$ cat src/rtl/cfgld_pkg.sv
package cfgld_pkg;
    localparam logic [3:0] DEV_PREFIX = 4'b1010;

    typedef enum logic [2:0] {
        S_HOLD,
        S_LEN_HI,
        S_LEN_LO,
        S_PAIR_IDX,
        S_PAIR_VAL,
        S_DONE
    } seq_state_e;
endpackage

$ cat src/rtl/cfgld_rst_ctl.sv
module cfgld_rst_ctl
    import cfgld_pkg::*;
#(
    parameter int SEL_W = 3
) (
    input  logic             clk,
    input  logic             por_n,
    input  logic             pin_rst_n,
    input  logic             wdog_expire,
    input  logic             strap_port,
    input  logic [SEL_W-1:0] strap_addr,
    output logic             full_rst,
    output logic             soft_hold,
    output logic             sel_port,
    output logic [SEL_W+3:0] dev_addr
);
    typedef struct packed {
        logic             armed;
        logic             port;
        logic [SEL_W-1:0] addr;
    } strap_t;

    strap_t st_d, st_q;

    always_comb begin
        st_d = st_q;
        if (!st_q.armed) begin
            st_d.armed = 1'b1;
            st_d.port  = strap_port;
            st_d.addr  = strap_addr;
        end
    end

    always_ff @(posedge clk or negedge por_n) begin
        if (!por_n) st_q <= '0;
        else        st_q <= st_d;
    end

    assign full_rst  = wdog_expire;
    assign soft_hold = !pin_rst_n || !st_q.armed;
    assign sel_port  = st_q.port;
    assign dev_addr  = {DEV_PREFIX, st_q.addr};

    // straps frozen once captured
    p_strap_frozen_r3: assert property (@(posedge clk) disable iff (!por_n)
        st_q.armed |=> ($stable(st_q.port) && $stable(st_q.addr) && st_q.armed));
endmodule

$ cat src/rtl/cfgld_seq.sv
module cfgld_seq
    import cfgld_pkg::*;
#(
    parameter int EE_AW = 16,
    parameter int LEN_W = 16,
    parameter int RF_AW = 8,
    parameter int DW    = 8
) (
    input  logic             clk,
    input  logic             por_n,
    input  logic             full_rst,
    input  logic             soft_hold,
    input  logic             rd_ack,
    input  logic             rd_nack,
    input  logic [DW-1:0]    rd_data,
    output logic             rd_req,
    output logic [EE_AW-1:0] rd_addr,
    output logic             wr_en,
    output logic [RF_AW-1:0] wr_addr,
    output logic [DW-1:0]    wr_data,
    output logic             ready,
    output logic             load_err
);
    localparam int HI_W = LEN_W - DW;

    typedef struct packed {
        seq_state_e       state;
        logic [EE_AW-1:0] ee_addr;
        logic [LEN_W-1:0] remain;
        logic [HI_W-1:0]  len_hi;
        logic [RF_AW-1:0] idx;
        logic             err;
    } seq_t;

    seq_t sq_d, sq_q;
    logic busy;

    assign busy = (sq_q.state == S_LEN_HI) || (sq_q.state == S_LEN_LO) ||
                  (sq_q.state == S_PAIR_IDX) || (sq_q.state == S_PAIR_VAL);

    always_comb begin
        sq_d    = sq_q;
        wr_en   = 1'b0;
        wr_addr = sq_q.idx;
        wr_data = rd_data;
        if (full_rst) begin
            sq_d.state = S_HOLD;
            sq_d.err   = 1'b0;
        end else if (soft_hold) begin
            sq_d.state = S_HOLD;
        end else if (sq_q.state == S_HOLD) begin
            sq_d.state   = S_LEN_HI;
            sq_d.ee_addr = '0;
        end else if (busy && rd_nack) begin
            sq_d.err   = 1'b1;
            sq_d.state = S_DONE;
        end else if (busy && rd_ack) begin
            sq_d.ee_addr = sq_q.ee_addr + 1'b1;
            unique case (sq_q.state)
                S_LEN_HI: begin
                    sq_d.len_hi = rd_data[HI_W-1:0];
                    sq_d.state  = S_LEN_LO;
                end
                S_LEN_LO: begin
                    sq_d.remain = {sq_q.len_hi, rd_data};
                    sq_d.state  = ({sq_q.len_hi, rd_data} == '0) ? S_DONE : S_PAIR_IDX;
                end
                S_PAIR_IDX: begin
                    sq_d.idx   = rd_data[RF_AW-1:0];
                    sq_d.state = S_PAIR_VAL;
                end
                S_PAIR_VAL: begin
                    wr_en       = 1'b1;
                    sq_d.remain = sq_q.remain - 1'b1;
                    sq_d.state  = (sq_q.remain == LEN_W'(1)) ? S_DONE : S_PAIR_IDX;
                end
                default: sq_d.state = S_DONE;
            endcase
        end
    end

    always_ff @(posedge clk or negedge por_n) begin
        if (!por_n) sq_q <= '{state: S_HOLD, default: '0};
        else        sq_q <= sq_d;
    end

    assign rd_req   = busy;
    assign rd_addr  = sq_q.ee_addr;
    assign ready    = (sq_q.state == S_DONE);
    assign load_err = sq_q.err;

    p_req_hold_r10: assert property (@(posedge clk) disable iff (!por_n)
        (rd_req && !rd_ack && !rd_nack && !full_rst && !soft_hold) |=> (rd_req && $stable(rd_addr)));
    p_nack_abort_r9: assert property (@(posedge clk) disable iff (!por_n)
        (rd_req && rd_nack && !full_rst && !soft_hold) |=> (ready && load_err && !rd_req));
    p_reset_drops_ready_r5: assert property (@(posedge clk) disable iff (!por_n)
        (full_rst || soft_hold) |=> (!ready && !rd_req));
    p_err_clear_r4: assert property (@(posedge clk) disable iff (!por_n)
        full_rst |=> !load_err);
endmodule

$ cat src/rtl/cfgld_regfile.sv
module cfgld_regfile #(
    parameter int RF_AW = 8,
    parameter int DW    = 8
) (
    input  logic             clk,
    input  logic             por_n,
    input  logic             full_rst,
    input  logic             wr_en,
    input  logic [RF_AW-1:0] wr_addr,
    input  logic [DW-1:0]    wr_data,
    input  logic [RF_AW-1:0] rd_idx,
    output logic [DW-1:0]    rd_val
);
    localparam int DEPTH = 1 << RF_AW;

    logic [DW-1:0] mem_d [DEPTH];
    logic [DW-1:0] mem_q [DEPTH];

    always_comb begin
        for (int i = 0; i < DEPTH; i++) begin
            mem_d[i] = full_rst ? DW'(i) : mem_q[i];
        end
        if (!full_rst && wr_en) mem_d[wr_addr] = wr_data;
    end

    always_ff @(posedge clk or negedge por_n) begin
        if (!por_n) begin
            for (int i = 0; i < DEPTH; i++) mem_q[i] <= DW'(i);
        end else begin
            for (int i = 0; i < DEPTH; i++) mem_q[i] <= mem_d[i];
        end
    end

    assign rd_val = mem_q[rd_idx];

    p_default_top_r4: assert property (@(posedge clk) disable iff (!por_n)
        full_rst |=> (mem_q[DEPTH-1] == DW'(DEPTH-1)));
endmodule

$ cat src/rtl/cfg_boot_loader.sv
module cfg_boot_loader
    import cfgld_pkg::*;
#(
    parameter int SEL_W = 3,
    parameter int EE_AW = 16,
    parameter int LEN_W = 16,
    parameter int RF_AW = 8,
    parameter int DW    = 8
) (
    input  logic             clk,
    input  logic             por_n,
    input  logic             pin_rst_n,
    input  logic             wdog_expire,
    input  logic             strap_port,
    input  logic [SEL_W-1:0] strap_addr,
    output logic             rd_req,
    output logic             rd_port,
    output logic [SEL_W+3:0] rd_dev,
    output logic [EE_AW-1:0] rd_addr,
    input  logic             rd_ack,
    input  logic             rd_nack,
    input  logic [DW-1:0]    rd_data,
    input  logic [RF_AW-1:0] cfg_raddr,
    output logic [DW-1:0]    cfg_rdata,
    output logic             ready,
    output logic             load_err
);
    logic             full_rst, soft_hold, wr_en;
    logic [RF_AW-1:0] wr_addr;
    logic [DW-1:0]    wr_data;

    cfgld_rst_ctl #(.SEL_W(SEL_W)) u_rst (
        .clk(clk), .por_n(por_n), .pin_rst_n(pin_rst_n), .wdog_expire(wdog_expire),
        .strap_port(strap_port), .strap_addr(strap_addr),
        .full_rst(full_rst), .soft_hold(soft_hold),
        .sel_port(rd_port), .dev_addr(rd_dev)
    );

    cfgld_seq #(.EE_AW(EE_AW), .LEN_W(LEN_W), .RF_AW(RF_AW), .DW(DW)) u_seq (
        .clk(clk), .por_n(por_n), .full_rst(full_rst), .soft_hold(soft_hold),
        .rd_ack(rd_ack), .rd_nack(rd_nack), .rd_data(rd_data),
        .rd_req(rd_req), .rd_addr(rd_addr),
        .wr_en(wr_en), .wr_addr(wr_addr), .wr_data(wr_data),
        .ready(ready), .load_err(load_err)
    );

    cfgld_regfile #(.RF_AW(RF_AW), .DW(DW)) u_rf (
        .clk(clk), .por_n(por_n), .full_rst(full_rst),
        .wr_en(wr_en), .wr_addr(wr_addr), .wr_data(wr_data),
        .rd_idx(cfg_raddr), .rd_val(cfg_rdata)
    );
endmodule

$ cat config.mk
export PLATFORM = sky130hd
export DESIGN_NAME = cfg_boot_loader
export DESIGN_NICKNAME = d
export VERILOG_FILES = /design/src/rtl/cfgld_pkg.sv /design/src/rtl/cfgld_rst_ctl.sv /design/src/rtl/cfgld_seq.sv /design/src/rtl/cfgld_regfile.sv /design/src/rtl/cfg_boot_loader.sv
export SDC_FILE = /design/constraint.sdc
export NUM_CORES = 2
export LEC_CHECK = 0
export BUFFER_PORTS_ARGS = -buffer_cell sky130_fd_sc_hd__buf_2
export CAP_MARGIN = 25
export CORE_ASPECT_RATIO = 0.75
export CORE_MARGIN = 8
export CORE_UTILIZATION = 60
export DETAILED_ROUTE_END_ITERATION = 16
export HOLD_SLACK_MARGIN = 0.03
export PLACE_DENSITY_LB_ADDON = 0.3
export SETUP_SLACK_MARGIN = 0.3
export SLEW_MARGIN = 20
export SYNTH_ARGS = -nofsm -noshare
export SYNTH_HDL_FRONTEND = slang
export SYNTH_SLANG_ARGS = --single-unit
$ cat constraint.sdc
create_clock -name clk -period 7.87 [get_ports clk]
set_input_delay 1.574 -clock clk [delete_from_list [all_inputs] [get_ports clk]]
set_output_delay 1.574 -clock clk [all_outputs]
set_load 0.005 [all_outputs]
==> impl_metrics.tcl <==
set metrics [dict create \
    grt_pass1_wl_um 479600 \
    regArea_um2 53960 \
    min_to "u_seq.sq_q[24]$_DFFE_PN0P_" \
    first_pass_iters 7 \
    clk_latency_ns 0.86 \
    combPwrFrac_pct 6.4 \
    routabilityCongestion 0.9843 \
    rsz0062_at_grt "false" \
    core_area_um2 167500 \
    yosysWarnings 0 \
    hold_path_depth 1 \
    die-area_um2 182400 \
    post_cts.resized_instances 0 \
    netlist_top_cells_count "o21ai_0 (1791), dfrtp_1 (1081), dfstp_2 (1024), nor2_1 (848), a21oi_1 (769)" \
    post_cts_buffers 0 \
    hold_start "u_seq.sq_q[24]$_DFFE_PN0P_" \
    synth_edf_count 0 \
    synth_cell_type_count 60 \
    nFillCells 12480 \
    num_rows 130 \
    slew_headroom_pct 11.14 \
    pwr-share-clk_pct 45.2 \
    synth.area.top_cells "dfrtp_1 (27%), dfstp_2 (27%), mux4_2 (9.6%)" \
    grt_max_degree 286 \
    path_buf_inv 2 \
    worst-setup-path-type "primary input to output pin" \
    cts_tree "yes" \
    ys.flop_type "dfrtp_1" \
    max-cap-violations 0 \
    switching_share_pct 24.36 \
    worst_ir_drop_vdd_uv 207.3 \
    start_util_pct 60.46 \
    worstMarginPinSlew_ns 1.333 \
    drive_above_1_share_pct 22.73 \
    leakagePower_nw 41.80 \
    synth.most_common_cell "o21ai_0" \
    finalCritPeriodShare_pct 94.30 \
    cts.sinks 2105 \
    cts.hold.buffers_added 0 \
    fin_util_pct 65.44 \
    pre_cts_ws_ns 0.8459 \
    setup_tns_ns 0 \
    cts_buffer_depth 3 \
    syn_to_final_growth_pct 8.234 \
    multi_input_area_um2 43400 \
    r2r_setup_slack_ns 3.64 \
    avgSynthCellArea_um2 10.36 \
    yosysSeqAreaShare_pct 53.27 \
    grt_overflow 0 \
    setup_violations 0 \
    cts.htree.levels 4 \
    root_buffer "clkbuf_16" \
    finClkSkew_ns 0.03929 \
    synthArstFlopShare_pct 100.0 \
    fmax_mhz 134.7 \
    end_kind "output pin" \
    ant_nets 0 \
    cp.required_ns 6.30 \
    clkSlewWorstSetupHoldPaths_ns 0.06 \
    p_seq_share_pct 48.4 \
    postPlaceCellArea_um2 102300 \
    layout.nets 9300 \
    worstReg2RegEnd "u_rf.mem_q[1401]$_DFF_PN0_" \
    io_pins 61 \
    chipHeight_um 371.8 \
    ys_ff_latch 2105 \
    antenna_found_initial 13 \
    dpl.hpwl_um 188500 \
    wirelength_um 316300 \
    drtIter0Drc 12080 \
    min_path_type "register to register" \
    post_drt_wl_per_cell_um 27.03 \
    synth_top_area_share_pct 26.70 \
    drc 0 \
    r2r-start "u_seq.sq_q[50]$_DFFE_PN0P_" \
    slowest_delay_ns 1.02 \
    synth_top_area_cell "dfrtp_1" \
    grt.total_usage_pct 33.72 \
    grt_pass1_vias 77290 \
    maxSlewViolCount 0 \
    p_switching_w 0.005461 \
    vias_per_cell 6.818 \
    syn_area_um2 101300 \
    startpoint_type "primary input" \
    critPathMaxFanout 32 \
    cpMaxStageDelayCell "and2_2" \
    p_int_w 0.01696 \
    power.density_nw_per_um2 204.5 \
    final_area_um2 109600 \
    port_buffers 56 \
    cp.arrival_ns 5.85 \
    reg2reg_depth 6 \
    die_x_um 490.5 \
    hold_violations 0 \
    critPathTopFamily "simple AND/OR/NAND/NOR gates" \
    period_minus_slack_ns 7.421 \
    postSynthCellCount 9779 \
    status "finished clean" \
    path_cells "buf_2 > and2_2 > a22oi_1 > a21oi_1 > nor4_1 > nor4_1 > buf_2" \
    vias 79790 \
    setup_ws_ns 0.4486 \
    cts_buffers 198 \
]
## power groups by stage
| stage | Sequential [W] | Combinational [W] | Clock (W) |
|---|---|---|---|
| CTS | 0.0109 | 0.00138 | 0.0102 |
| global route | 0.0108 | 0.00148 | 0.0106 |
| global placement | 0.0110 | 0.00136 | 0 |
| floorplan | 0.0110 | 0.000724 | 0 |
| detailed placement | 0.0110 | 0.00138 | 0 |
| finish | 0.0109 | 0.00143 | 0.0101 |
## flip-flops by register name, summed over array words and instances (netlist names)
signal / flops
u_rf.mem_q: 2048
u_seq.sq_q: 27
u_rst.st_q: 1
u_seq.rd_addr: 16
u_rst.dev_addr: 3
u_rst.sel_port: 1
u_seq.wr_addr: 8
u_seq.load_err: 1
## kinds of logic after synthesis
group / share of synthesized area (%)
adders and majority gates: 0.05682
other: 0.007414
and+or+nand+nor: 15.73
xor gates and xnor gates: 0.03459
buffers and inverters: 4.108
AOI/OAI and AO/OA: 15.44
DFF: 53.27
muxes: 11.35
## cells in the final DEF (no fill, tap or decap), drive strengths merged, types with 21 or more instances in the layout
master / synthesis / layout
o21ai: 1801 / 1801
nor4: 33 / 33
nand3b: 492 / 492
clkbuf: 719 / 309
a22oi: 128 / 128
clkinv: 1 / 37
nand2: 741 / 741
nor3: 364 / 364
nand3: 41 / 41
buf: 257 / 263
o22ai: 42 / 42
mux2i: 149 / 149
mux4: 434 / 434
dfstp: 1024 / 1024
nand2b: 550 / 550
o221ai: 32 / 32
dfrtp: 1081 / 1081
nor2: 858 / 858
inv: 17 / 27
a221oi: 44 / 44
mux2: 21 / 21
a211oi: 28 / 28
a21oi: 769 / 769
a22o: 34 / 34
## per-layer routing
metal	global-route usage [%]	part of all wire, %	vias to the layer above
li1	-	-	33660
met2	47.26	42	5091
met4	14.17	4.3	6
met1	47.83	40	40190
met3	12.13	14	848
met5	0	0.011	-
## area by class of cell
cell class,instances,area share [%]
Timing Repair Buffer,265,2.266
Multi-Input combinational cell,6683,39.59
Inverter,18,0.1004
Tap cell,2244,2.561
Clock inverter,71,0.8662
Clock buffer,307,5.386
Antenna cell,9,0.02054
Sequential cell,2105,49.21
## per-stage QoR
step | hold slack (ns) | total power (W) | instances
final | 0.4936 | 0.02242 | 11700
after global routing | 0.5044 | 0.02297 | 11690
after CTS | 0.4957 | 0.02243 | 11650
after detailed placement | 0.4743 | 0.01241 | 11270
after global placement | 0.4767 | 0.01240 | 11260
after floorplan | 0.4565 | 0.01176 | 9782
## worst max-delay path by stage
stage                   endpoint    startpoint  cells past startpoint  slack, ns
floorplan           cfg_rdata[3]  cfg_raddr[0]                      8       2.78
global placement    cfg_rdata[7]  cfg_raddr[2]                      9       0.79
detailed placement  cfg_rdata[4]  cfg_raddr[0]                      9       0.85
CTS                 cfg_rdata[4]  cfg_raddr[0]                      9       0.83
global route        cfg_rdata[6]  cfg_raddr[0]                     10       0.54
finish              cfg_rdata[4]  cfg_raddr[4]                      7       0.45
(Power assumes the default switching activity.)
